File: config.mk
export PLATFORM = sky130hd
export DESIGN_NAME = delim_framer
export DESIGN_NICKNAME = d
export VERILOG_FILES = /design/src/rtl/dfr_pkg.sv /design/src/rtl/dfr_hdr.sv /design/src/rtl/dfr_window.sv /design/src/rtl/dfr_mask.sv /design/src/rtl/delim_framer.sv
export SDC_FILE = /design/constraint.sdc
export NUM_CORES = 1
export LEC_CHECK = 0
export BUFFER_PORTS_ARGS = -buffer_cell sky130_fd_sc_hd__buf_2
export CORE_MARGIN = 4
export CORE_UTILIZATION = 40
export CTS_CLUSTER_SIZE = 28
export DETAILED_ROUTE_END_ITERATION = 8
export PLACE_DENSITY = 0.59
export SLEW_MARGIN = 20
export SYNTH_ARGS = -nofsm -noshare
export SYNTH_HDL_FRONTEND = slang
export SYNTH_HIERARCHICAL = 1
export SYNTH_SLANG_ARGS = --single-unit
File: constraint.sdc
create_clock -name clk -period 6.8 [get_ports clk]
set_input_delay 1.36 -clock clk [delete_from_list [all_inputs] [get_ports clk]]
set_output_delay 1.36 -clock clk [all_outputs]
set_load 0.02 [all_outputs]
File: src/rtl/dfr_pkg.sv
package dfr_pkg;

   typedef enum logic [2:0] {
      ST_HDR,
      ST_PRE,
      ST_DELIM,
      ST_DATA,
      ST_END
   } dfr_state_t;

   localparam logic [6:0] CRC7_POLY = 7'h09;

   // Bit-serial CRC-7, MSB first, zero seed.
   function automatic logic [6:0] dfr_crc7(input logic [31:0] w);
      logic [6:0] c;
      logic       fb;
      c = '0;
      for (int i = 31; i >= 0; i--) begin
         fb = c[6] ^ w[i];
         c  = {c[5:0], 1'b0};
         if (fb) c = c ^ CRC7_POLY;
      end
      return c;
   endfunction

endpackage

File: src/rtl/dfr_hdr.sv
module dfr_hdr #(
   parameter int LEN_W      = 14,
   parameter int POOL_W     = 3,
   parameter int RSV_OFFSET = 256
) (
   input  logic [LEN_W-1:0]  len,
   input  logic [POOL_W-1:0] pool,
   input  logic              irq,
   output logic [31:0]       delim,
   output logic [LEN_W:0]    padded
);
   import dfr_pkg::*;

   localparam int POOL_LSB = LEN_W;
   localparam int PAD_LSB  = POOL_LSB + POOL_W;
   localparam int IRQ_BIT  = PAD_LSB + 2;
   localparam int CRC_LSB  = 25;

   if (IRQ_BIT >= CRC_LSB) begin : g_bad_layout
      $error("dfr_hdr: fields overlap the CRC field");
   end

   logic [1:0]       pad;
   logic [LEN_W-1:0] len_field;
   logic [31:0]      body;

   always_comb begin
      pad       = 2'(3'd4 - {1'b0, len[1:0]});
      padded    = {1'b0, len} + {{(LEN_W-1){1'b0}}, pad};
      len_field = LEN_W'(32'(padded) + RSV_OFFSET);
      body                        = '0;
      body[LEN_W-1:0]             = len_field;
      body[POOL_LSB +: POOL_W]    = pool;
      body[PAD_LSB +: 2]          = pad;
      body[IRQ_BIT]               = irq;
      delim                       = body;
      delim[31:CRC_LSB]           = dfr_crc7(body);
   end

endmodule

File: src/rtl/dfr_window.sv
module dfr_window #(
   parameter int WINDOW_BYTES = 32768,
   parameter int LEN_W        = 14
) (
   input  logic                              clk,
   input  logic                              rst_n,
   input  logic                              add_word,
   input  logic                              clr,
   input  logic [LEN_W:0]                    next_padded,
   output logic [$clog2(WINDOW_BYTES+1)-1:0] win,
   output logic                              need_flush
);
   localparam int WCNT_W = $clog2(WINDOW_BYTES + 1);
   localparam int BASE_W = (WCNT_W > LEN_W + 1) ? WCNT_W : LEN_W + 1;
   localparam int SUM_W  = BASE_W + 2;

   if (WINDOW_BYTES % 4 != 0 || WINDOW_BYTES < 8) begin : g_bad_window
      $error("dfr_window: window must be a word multiple of at least 8 bytes");
   end

   logic [WCNT_W-1:0] win_q;
   logic [SUM_W-1:0]  sum;

   always_comb begin
      sum        = SUM_W'(win_q) + SUM_W'(next_padded) + SUM_W'(4);
      need_flush = (win_q != '0) && (sum > SUM_W'(WINDOW_BYTES));
      win        = win_q;
   end

   always_ff @(posedge clk) begin
      if (!rst_n)        win_q <= '0;
      else if (clr)      win_q <= '0;
      else if (add_word) win_q <= win_q + WCNT_W'(4);
   end

endmodule

File: src/rtl/dfr_mask.sv
module dfr_mask #(
   parameter int WORD_W = 32
) (
   input  logic [WORD_W-1:0]                din,
   input  logic                             last,
   input  logic [$clog2(WORD_W/8)-1:0]      tail,
   output logic [WORD_W-1:0]                dout
);
   localparam int LANES  = WORD_W / 8;
   localparam int TAIL_W = $clog2(LANES);

   if (WORD_W % 8 != 0 || LANES < 2) begin : g_bad_word
      $error("dfr_mask: word must hold at least two bytes");
   end

   for (genvar g = 0; g < LANES; g++) begin : g_lane
      logic keep;
      always_comb begin
         keep = !last || (tail == '0) || (TAIL_W'(g) < tail);
         dout[8*g +: 8] = keep ? din[8*g +: 8] : 8'h00;
      end
   end

endmodule

File: src/rtl/delim_framer.sv
module delim_framer #(
   parameter int WINDOW_BYTES = 32768,
   parameter int LEN_W        = 14,
   parameter int POOL_W       = 3,
   parameter int RSV_OFFSET   = 256
) (
   input  logic                              clk,
   input  logic                              rst_n,
   input  logic                              pkt_valid,
   output logic                              pkt_ready,
   input  logic [LEN_W-1:0]                  pkt_len,
   input  logic [POOL_W-1:0]                 pkt_pool,
   input  logic                              pkt_last,
   input  logic                              pkt_next_rej,
   input  logic                              dat_valid,
   output logic                              dat_ready,
   input  logic [31:0]                       dat_word,
   output logic                              out_valid,
   output logic [31:0]                       out_word,
   output logic                              flush_strb,
   output logic [$clog2(WINDOW_BYTES+1)-1:0] flush_bytes
);
   import dfr_pkg::*;

   localparam int WCNT_W = $clog2(WINDOW_BYTES + 1);
   localparam int WLEN_W = LEN_W - 1;

   if (LEN_W < 3 || LEN_W > 24) begin : g_bad_len
      $error("delim_framer: LEN_W out of range");
   end

   dfr_state_t        st_q;
   logic [LEN_W-1:0]  len_q;
   logic [POOL_W-1:0] pool_q;
   logic              irq_q;
   logic [WLEN_W-1:0] wleft_q;

   logic [31:0]       delim;
   logic [LEN_W:0]    padded_q;
   logic [LEN_W:0]    in_padded;
   logic [1:0]        in_pad;
   logic [31:0]       masked;
   logic [WCNT_W-1:0] win;
   logic              need_flush;
   logic              pkt_take;
   logic              dat_take;
   logic              last_word;

   dfr_hdr #(
      .LEN_W      (LEN_W),
      .POOL_W     (POOL_W),
      .RSV_OFFSET (RSV_OFFSET)
   ) u_hdr (
      .len    (len_q),
      .pool   (pool_q),
      .irq    (irq_q),
      .delim  (delim),
      .padded (padded_q)
   );

   dfr_window #(
      .WINDOW_BYTES (WINDOW_BYTES),
      .LEN_W        (LEN_W)
   ) u_win (
      .clk         (clk),
      .rst_n       (rst_n),
      .add_word    (out_valid),
      .clr         (flush_strb),
      .next_padded (in_padded),
      .win         (win),
      .need_flush  (need_flush)
   );

   dfr_mask #(
      .WORD_W (32)
   ) u_mask (
      .din  (dat_word),
      .last (last_word),
      .tail (len_q[1:0]),
      .dout (masked)
   );

   always_comb begin
      in_pad     = 2'(3'd4 - {1'b0, pkt_len[1:0]});
      in_padded  = {1'b0, pkt_len} + {{(LEN_W-1){1'b0}}, in_pad};
      pkt_ready  = (st_q == ST_HDR);
      dat_ready  = (st_q == ST_DATA);
      pkt_take   = pkt_ready && pkt_valid;
      dat_take   = dat_ready && dat_valid;
      last_word  = (wleft_q == WLEN_W'(1));
      out_valid  = (st_q == ST_DELIM) || dat_take;
      out_word   = (st_q == ST_DELIM) ? delim : masked;
      flush_strb = (st_q == ST_PRE) || ((st_q == ST_END) && (win != '0));
      flush_bytes = win;
   end

   always_ff @(posedge clk) begin
      if (!rst_n) begin
         st_q    <= ST_HDR;
         len_q   <= '0;
         pool_q  <= '0;
         irq_q   <= 1'b0;
         wleft_q <= '0;
      end else begin
         unique case (st_q)
            ST_HDR: begin
               if (pkt_take) begin
                  len_q  <= pkt_len;
                  pool_q <= pkt_pool;
                  irq_q  <= pkt_last || pkt_next_rej;
                  st_q   <= need_flush ? ST_PRE : ST_DELIM;
               end
            end
            ST_PRE: st_q <= ST_DELIM;
            ST_DELIM: begin
               wleft_q <= WLEN_W'(padded_q >> 2);
               st_q    <= ST_DATA;
            end
            ST_DATA: begin
               if (dat_take) begin
                  wleft_q <= wleft_q - WLEN_W'(1);
                  if (last_word) st_q <= irq_q ? ST_END : ST_HDR;
               end
            end
            ST_END: st_q <= ST_HDR;
            default: st_q <= ST_HDR;
         endcase
      end
   end

endmodule

# ---- Yosys cells after proc, flatten, opt, wreduce, memory -nomap -nowiden
# Cells that the tools add are included.
dict set report word_totals {
  inputBits 55
  wordCells 121
  regBits 50
  out_inout_bits 52
}
dict set report op_classes {
  n_mux 33
  n_bitwise 39
  n_reduce_logical 21
  eq_ne 8
  magnitude_cmp 5
  n_addsub 9
}
# operator count
set op_table {}
lappend op_table {{two-way mux 4 bit} 20}
lappend op_table {{inverter 2 bit} 19}
lappend op_table {{two-way mux 32 bit} 1}
lappend op_table {{two-way mux 8 bit} 4}
lappend op_table {{adder 14 x 2 -> 15 bit} 2}
lappend op_table {{case mux 13 bit (2 select lines)} 1}
lappend op_table {{adder 18 x 3 -> 18 bit, second input constant} 1}
lappend op_table {{greater-than comparator 18 x 16 -> 1 bit, second input constant} 1}
lappend op_table {{adder 16 x 15 -> 17 bit} 1}
lappend op_table {{adder 16 x 3 -> 16 bit, second input constant} 1}
lappend op_table {{nonzero test 16 bit} 1}
lappend op_table {{bitwise XOR 1 bit} 16}
lappend op_table {{adder 14 x 9 -> 14 bit, second input constant} 1}
lappend op_table {{equality test 13 x 1 -> 1 bit, second input constant} 1}
lappend op_table {{two-way mux 13 bit} 1}
lappend op_table {{subtractor 13 x 1 -> 13 bit, second input constant} 1}
lappend op_table {{two-way mux 3 bit} 4}
lappend op_table {{case mux 3 bit (4 select lines)} 1}
lappend op_table {{logical OR 1 bit} 8}
lappend op_table {{equality test 3 x 2 -> 1 bit, second input constant} 2}
lappend op_table {{!= test 2 x 1 -> 1 bit, second input constant} 3}
lappend op_table {{logical AND 1 bit} 4}
lappend op_table {{less-than comparator 1 x 2 -> 1 bit, first input constant} 2}
lappend op_table {{less-than comparator 2 bit, first input constant} 2}
lappend op_table {{13 further kinds} 17}

# ---- Longest topological paths before layout
dict set report logic_depth {
  depth_word 40
  ltp_mapped 18
  depth_no_buf 18
}

# ---- Modules after synthesis
# The synthesis kept the hierarchy.
# mod seq_area_each_um2 cells_each n_inst area_each_um2
set modules_own_cells {}
lappend modules_own_cells {delim_framer 680.7 355 1 2275.9}
lappend modules_own_cells {dfr_window 280.3 200 1 1579.0}
lappend modules_own_cells {dfr_hdr 0.0 127 1 1164.9}
lappend modules_own_cells {dfr_mask 0.0 36 1 224.0}

# ---- Least setup slack after synthesis
# OpenSTA, ideal clock, no wires.
dict set report synth_path {
  kind {input-to-reg}
  start {input pkt_len[0]}
  end {register st_q[1]}
  slack_ns 1.889
  path_buffers 0
  required_time_ns 6.714
  cell_stages 17
  arrival_ns 4.825
  setup_ns 0.086
  cell_sequence {inv_1 ha_1 xor2_1 a21oi_1 nor3_1 nand3_1 xnor2_1 ha_1 ha_1 inv_1 a222oi_1 nand3_1 a2111o_1 a2111oi_2 a211oi_1 a21o_1 a211oi_1}
}
dict set report synth_via {
  elab_chain_cells 9
}
# element line_no
set synth_lines {}
lappend synth_lines {{start: declaration} delim_framer.sv:11} ;# input logic [LEN_W-1:0] pkt_len,
lappend synth_lines {{subtractor 1 x 2 -> 2 bit} delim_framer.sv:84} ;# in_pad = 2'(3'd4 - {1'b0, pkt_len[1:0]});
lappend synth_lines {{adder 14 x 2 -> 15 bit *} delim_framer.sv:85} ;# in_padded = {1'b0, pkt_len} + {{(LEN_W-1){1'b0}}, in_pad};
lappend synth_lines {{net in_padded[9]} delim_framer.sv:40} ;# logic [LEN_W:0] in_padded;
lappend synth_lines {{adder 16 x 15 -> 17 bit *} dfr_window.sv:25} ;# sum = SUM_W'(win_q) + SUM_W'(next_padded) + SUM_W'(4);
lappend synth_lines {{adder 18 x 3 -> 18 bit *} dfr_window.sv:25}
lappend synth_lines {{greater-than comparator 18 x 16 -> 1 bit *} dfr_window.sv:26} ;# need_flush = (win_q != '0) && (sum > SUM_W'(WINDOW_BYTES));
lappend synth_lines {{logical AND 1 bit *} dfr_window.sv:26}
lappend synth_lines {{net need_flush} delim_framer.sv:44} ;# logic need_flush;
lappend synth_lines {{two-way mux 2 bit *} delim_framer.sv:111} ;# st_q <= need_flush ? ST_PRE : ST_DELIM;
lappend synth_lines {{two-way mux 3 bit *} delim_framer.sv:107} ;# if (pkt_take) begin
lappend synth_lines {{case mux 3 bit (4 select lines) *} delim_framer.sv:105} ;# unique case (st_q)
lappend synth_lines {{end signal: assignment} delim_framer.sv:111}
lappend synth_lines {{end signal: assignment} delim_framer.sv:122} ;# if (last_word) st_q <= irq_q ? ST_END : ST_HDR;
lappend synth_lines {{end: declaration} delim_framer.sv:32} ;# dfr_state_t st_q;
# The timed path passes the listed nets; every way through them passes the cells marked *. The select of a mux whose other input is x is not followed.
# A chain may end at the register's enable or synchronous reset.

# ---- Worst setup path after layout
dict set report layout_path {
  start {register len_q[0]}
  end {output out_word[30]}
}
dict set report layout_via {
  elab_chain_cells 16
  word_cells_on_any_way 41
  cone_classes {add/sub (3); order compare (1); mux (19); bitwise (15); reduce/logical (3)}
}
# element line_no
set layout_lines {}
lappend layout_lines {{start: declaration} delim_framer.sv:33} ;# logic [LEN_W-1:0] len_q;
lappend layout_lines {{start signal: assignment} delim_framer.sv:108} ;# len_q <= pkt_len;
lappend layout_lines {{subtractor 1 x 2 -> 2 bit} dfr_hdr.sv:28} ;# pad = 2'(3'd4 - {1'b0, len[1:0]});
lappend layout_lines {{adder 14 x 2 -> 15 bit *} dfr_hdr.sv:29} ;# padded = {1'b0, len} + {{(LEN_W-1){1'b0}}, pad};
lappend layout_lines {{net padded_q[8]} delim_framer.sv:39} ;# logic [LEN_W:0] padded_q;
lappend layout_lines {{adder 14 x 9 -> 14 bit *} dfr_hdr.sv:30} ;# len_field = LEN_W'(32'(padded) + RSV_OFFSET);
lappend layout_lines {{bitwise XOR 1 bit} dfr_pkg.sv:19} ;# fb = c[6] ^ w[i];
lappend layout_lines {{two-way mux 4 bit (3 in series)} dfr_pkg.sv:21} ;# if (fb) c = c ^ CRC7_POLY;
lappend layout_lines {{inverter 2 bit (no line)} -}
lappend layout_lines {{two-way mux 4 bit} dfr_pkg.sv:21}
lappend layout_lines {{bitwise XOR 1 bit} dfr_pkg.sv:19}
lappend layout_lines {{two-way mux 4 bit (3 in series)} dfr_pkg.sv:21}
lappend layout_lines {{inverter 2 bit (no line)} -}
lappend layout_lines {{two-way mux 4 bit *} dfr_pkg.sv:21}
lappend layout_lines {{net delim[30]} delim_framer.sv:38} ;# logic [31:0] delim;
lappend layout_lines {{two-way mux 32 bit *} delim_framer.sv:92} ;# out_word = (st_q == ST_DELIM) ? delim : masked;
lappend layout_lines {{end: declaration} delim_framer.sv:19} ;# output logic [31:0] out_word,
# The timed path passes the listed nets; every way through them passes the cells marked *.

==> metrics.txt <==
portion of total power attributed to sequential cells=0.307; average routed wire per standard cell=15.8 µm; vias in the first global route=4927; num ports=107; CTS resizes=0; Worst-Margin Slew=1.01 ns; IO Port Bufs=104; DR vias/cell=5.36; Initial Utilization=0.411; Fillers=1375; gr usage total=0.199; most frequent cells in the layout=nand2_1, buf_2, dfxtp_1; # hold bufs at CTS=0; Hold Crit Class=reg2reg; HP Start=len_q[13]$_SDFFE_PN0P_; number of DRC markers in iteration 0=396; Post-CTS Setup Inserts=0; maximum clock path buffer count=2; Clock power frac=0.280; MaxCap Viol Count=0; Critical Path Fanout Max=12; largest net degree at the start of global routing=42; clock buffer count from CTS=5; Cell Chain, Critical Path=inv_1 > ha_1 > nor3_1 > xnor2_1 > inv_1 > ha_1 > xnor3_1 > xor3_1 > xor3_1 > nand2_1 > nand2_1 > buf_2; via count=5109; die area=15000 µm²; Die X=122 µm; layout cell share with drive strength beyond 1=0.178; Sw Share=0.366; P_leak=2.69 nW; peak supply drop=0.0000876 V; final number of hold-violating endpoints=0; Power Density=176 nW/µm²; fin crit share=0.814; Area growth syn-to-layout=12.4%; net switching power figure=0.379 mW; critical path class=reg2out; Final Wtd Congestion=0.922; nets=872; die height=122 µm; reg2reg start=u_win/win[2]$_SDFFE_PP0P_; endpoint class of the critical path=output port; H-tree depth=2; CTS tree=done; Final Skew=0.00662 ns; # diodes=0; CTS Sinks=48; post-detail-place hpwl=12.2 mm; total design power=1.04 mW; Crit path arrival time=4.18 ns; crit path launch type=flip-flop; setup violators final=0; Post-Route Setup TNS=0 ns; synthesized area=5230 µm²; DR DRC count=0; root buf cell=clkbuf_16; Synthesis Warnings=6; critical path startpoint=len_q[0]$_SDFFE_PN0P_; routed wire length=15.0 mm; Overflow after GRT=0; CP Buf/Inv Count=3; drt first pass iters=5; data required time at the worst endpoint=5.44 ns; max_slew headroom=0.323; mean area per synthesized cell=7.30 µm²; FP Rows=41; Max stage delay on crit path=0.66 ns; most common cell after layout, fill and taps aside=nand2_1; minimum clock period=5.54 ns; global-route wire length before repair=24.2 mm; RSZ-0062 raised after global routing=no; status=finished, final reports clean; clock latency on the worst-skew pair=0.29 ns; CORE AREA=12700 µm²; power share of the combinational group=0.413; P_int=0.658 mW; Crit-path slowest cell=dfxtp_1; Post-DRT Antenna Nets=0; Slew Viols, Final=0; Worst-path clk slew=0.07 ns; initial antenna violation count=0; CP delay by family, top=XOR/XNOR gates; Fmax=181 MHz; Mapped Cells=716
layer usage:
| metal | share of wire | vias up | track usage |
|---|---|---|---|
| met3 | 0.047 | 12 | 0.0313 |
| met5 | 0 | - | 0 |
| met1 | 0.46 | 2428 | 0.271 |
| met2 | 0.48 | 108 | 0.337 |
| li1 | - | 2561 | - |
| met4 | 0.011 | 0 | 0.0364 |
final timing paths:
path / cells after the start / end / slack, ns
max: 12 / out_word[30] / 1.26
min: 2 / len_q[13]$_SDFFE_PN0P_ / 0.49
max reg2reg: 14 / st_q[1]$_SDFFE_PN0P_ / 3.53
min reg2reg: 2 / len_q[13]$_SDFFE_PN0P_ / 0.49
power groups by stage:
stage          Sequential [mW]  Combinational [mW]  Clock [mW]
3_3_place_gp             0.324               0.425           0
6_report                 0.318               0.428       0.290
2_1_floorplan            0.316               0.335           0
5_1_grt                  0.321               0.471       0.311
4_1_cts                  0.318               0.431       0.299
3_5_place_dp             0.325               0.429           0
state kept, by name, indices dropped and copies added (netlist names):
name	flops
len_q	14
pool_q	3
u_win/win	14
st_q	3
irq_q	1
wleft_q	13
stage by stage:
stage | setup WS, ns | instances | area (µm²) | utilization | hold WS, ns
finish | 1.26 | 954 | 5880 | 0.462 | 0.489
global route | 0.909 | 954 | 5880 | 0.462 | 0.517
CTS | 1.25 | 954 | 5880 | 0.462 | 0.496
detailed placement | 1.22 | 946 | 5710 | 0.449 | 0.488
global placement | 1.33 | 946 | 5710 | 0.449 | 0.481
floorplan | 1.89 | 722 | 5250 | - | 0.435
layout make-up:
cell class              count  area (µm²)  area share
repair buffers            107         543      0.0924
flip-flops and latches     48         961       0.163
clock buffers               5         125      0.0213
inverters                  32         120      0.0204
multi-input cells         587        3870       0.658
clock inverters             3        47.5     0.00809
well taps                 172         215      0.0366
worst reg2reg max path, delay by kind of cell, from the launching register on:
family / cells / cell delay, ns
flip-flops: 1 / 0.45
adder cells (fa/ha/maj): 3 / 0.72
AND/OR/NAND/NOR: 1 / 0.21
AO/OA/AOI/OAI: 7 / 1.58
buffers and inverters: 3 / 0.21
(Power assumes the default switching activity.)
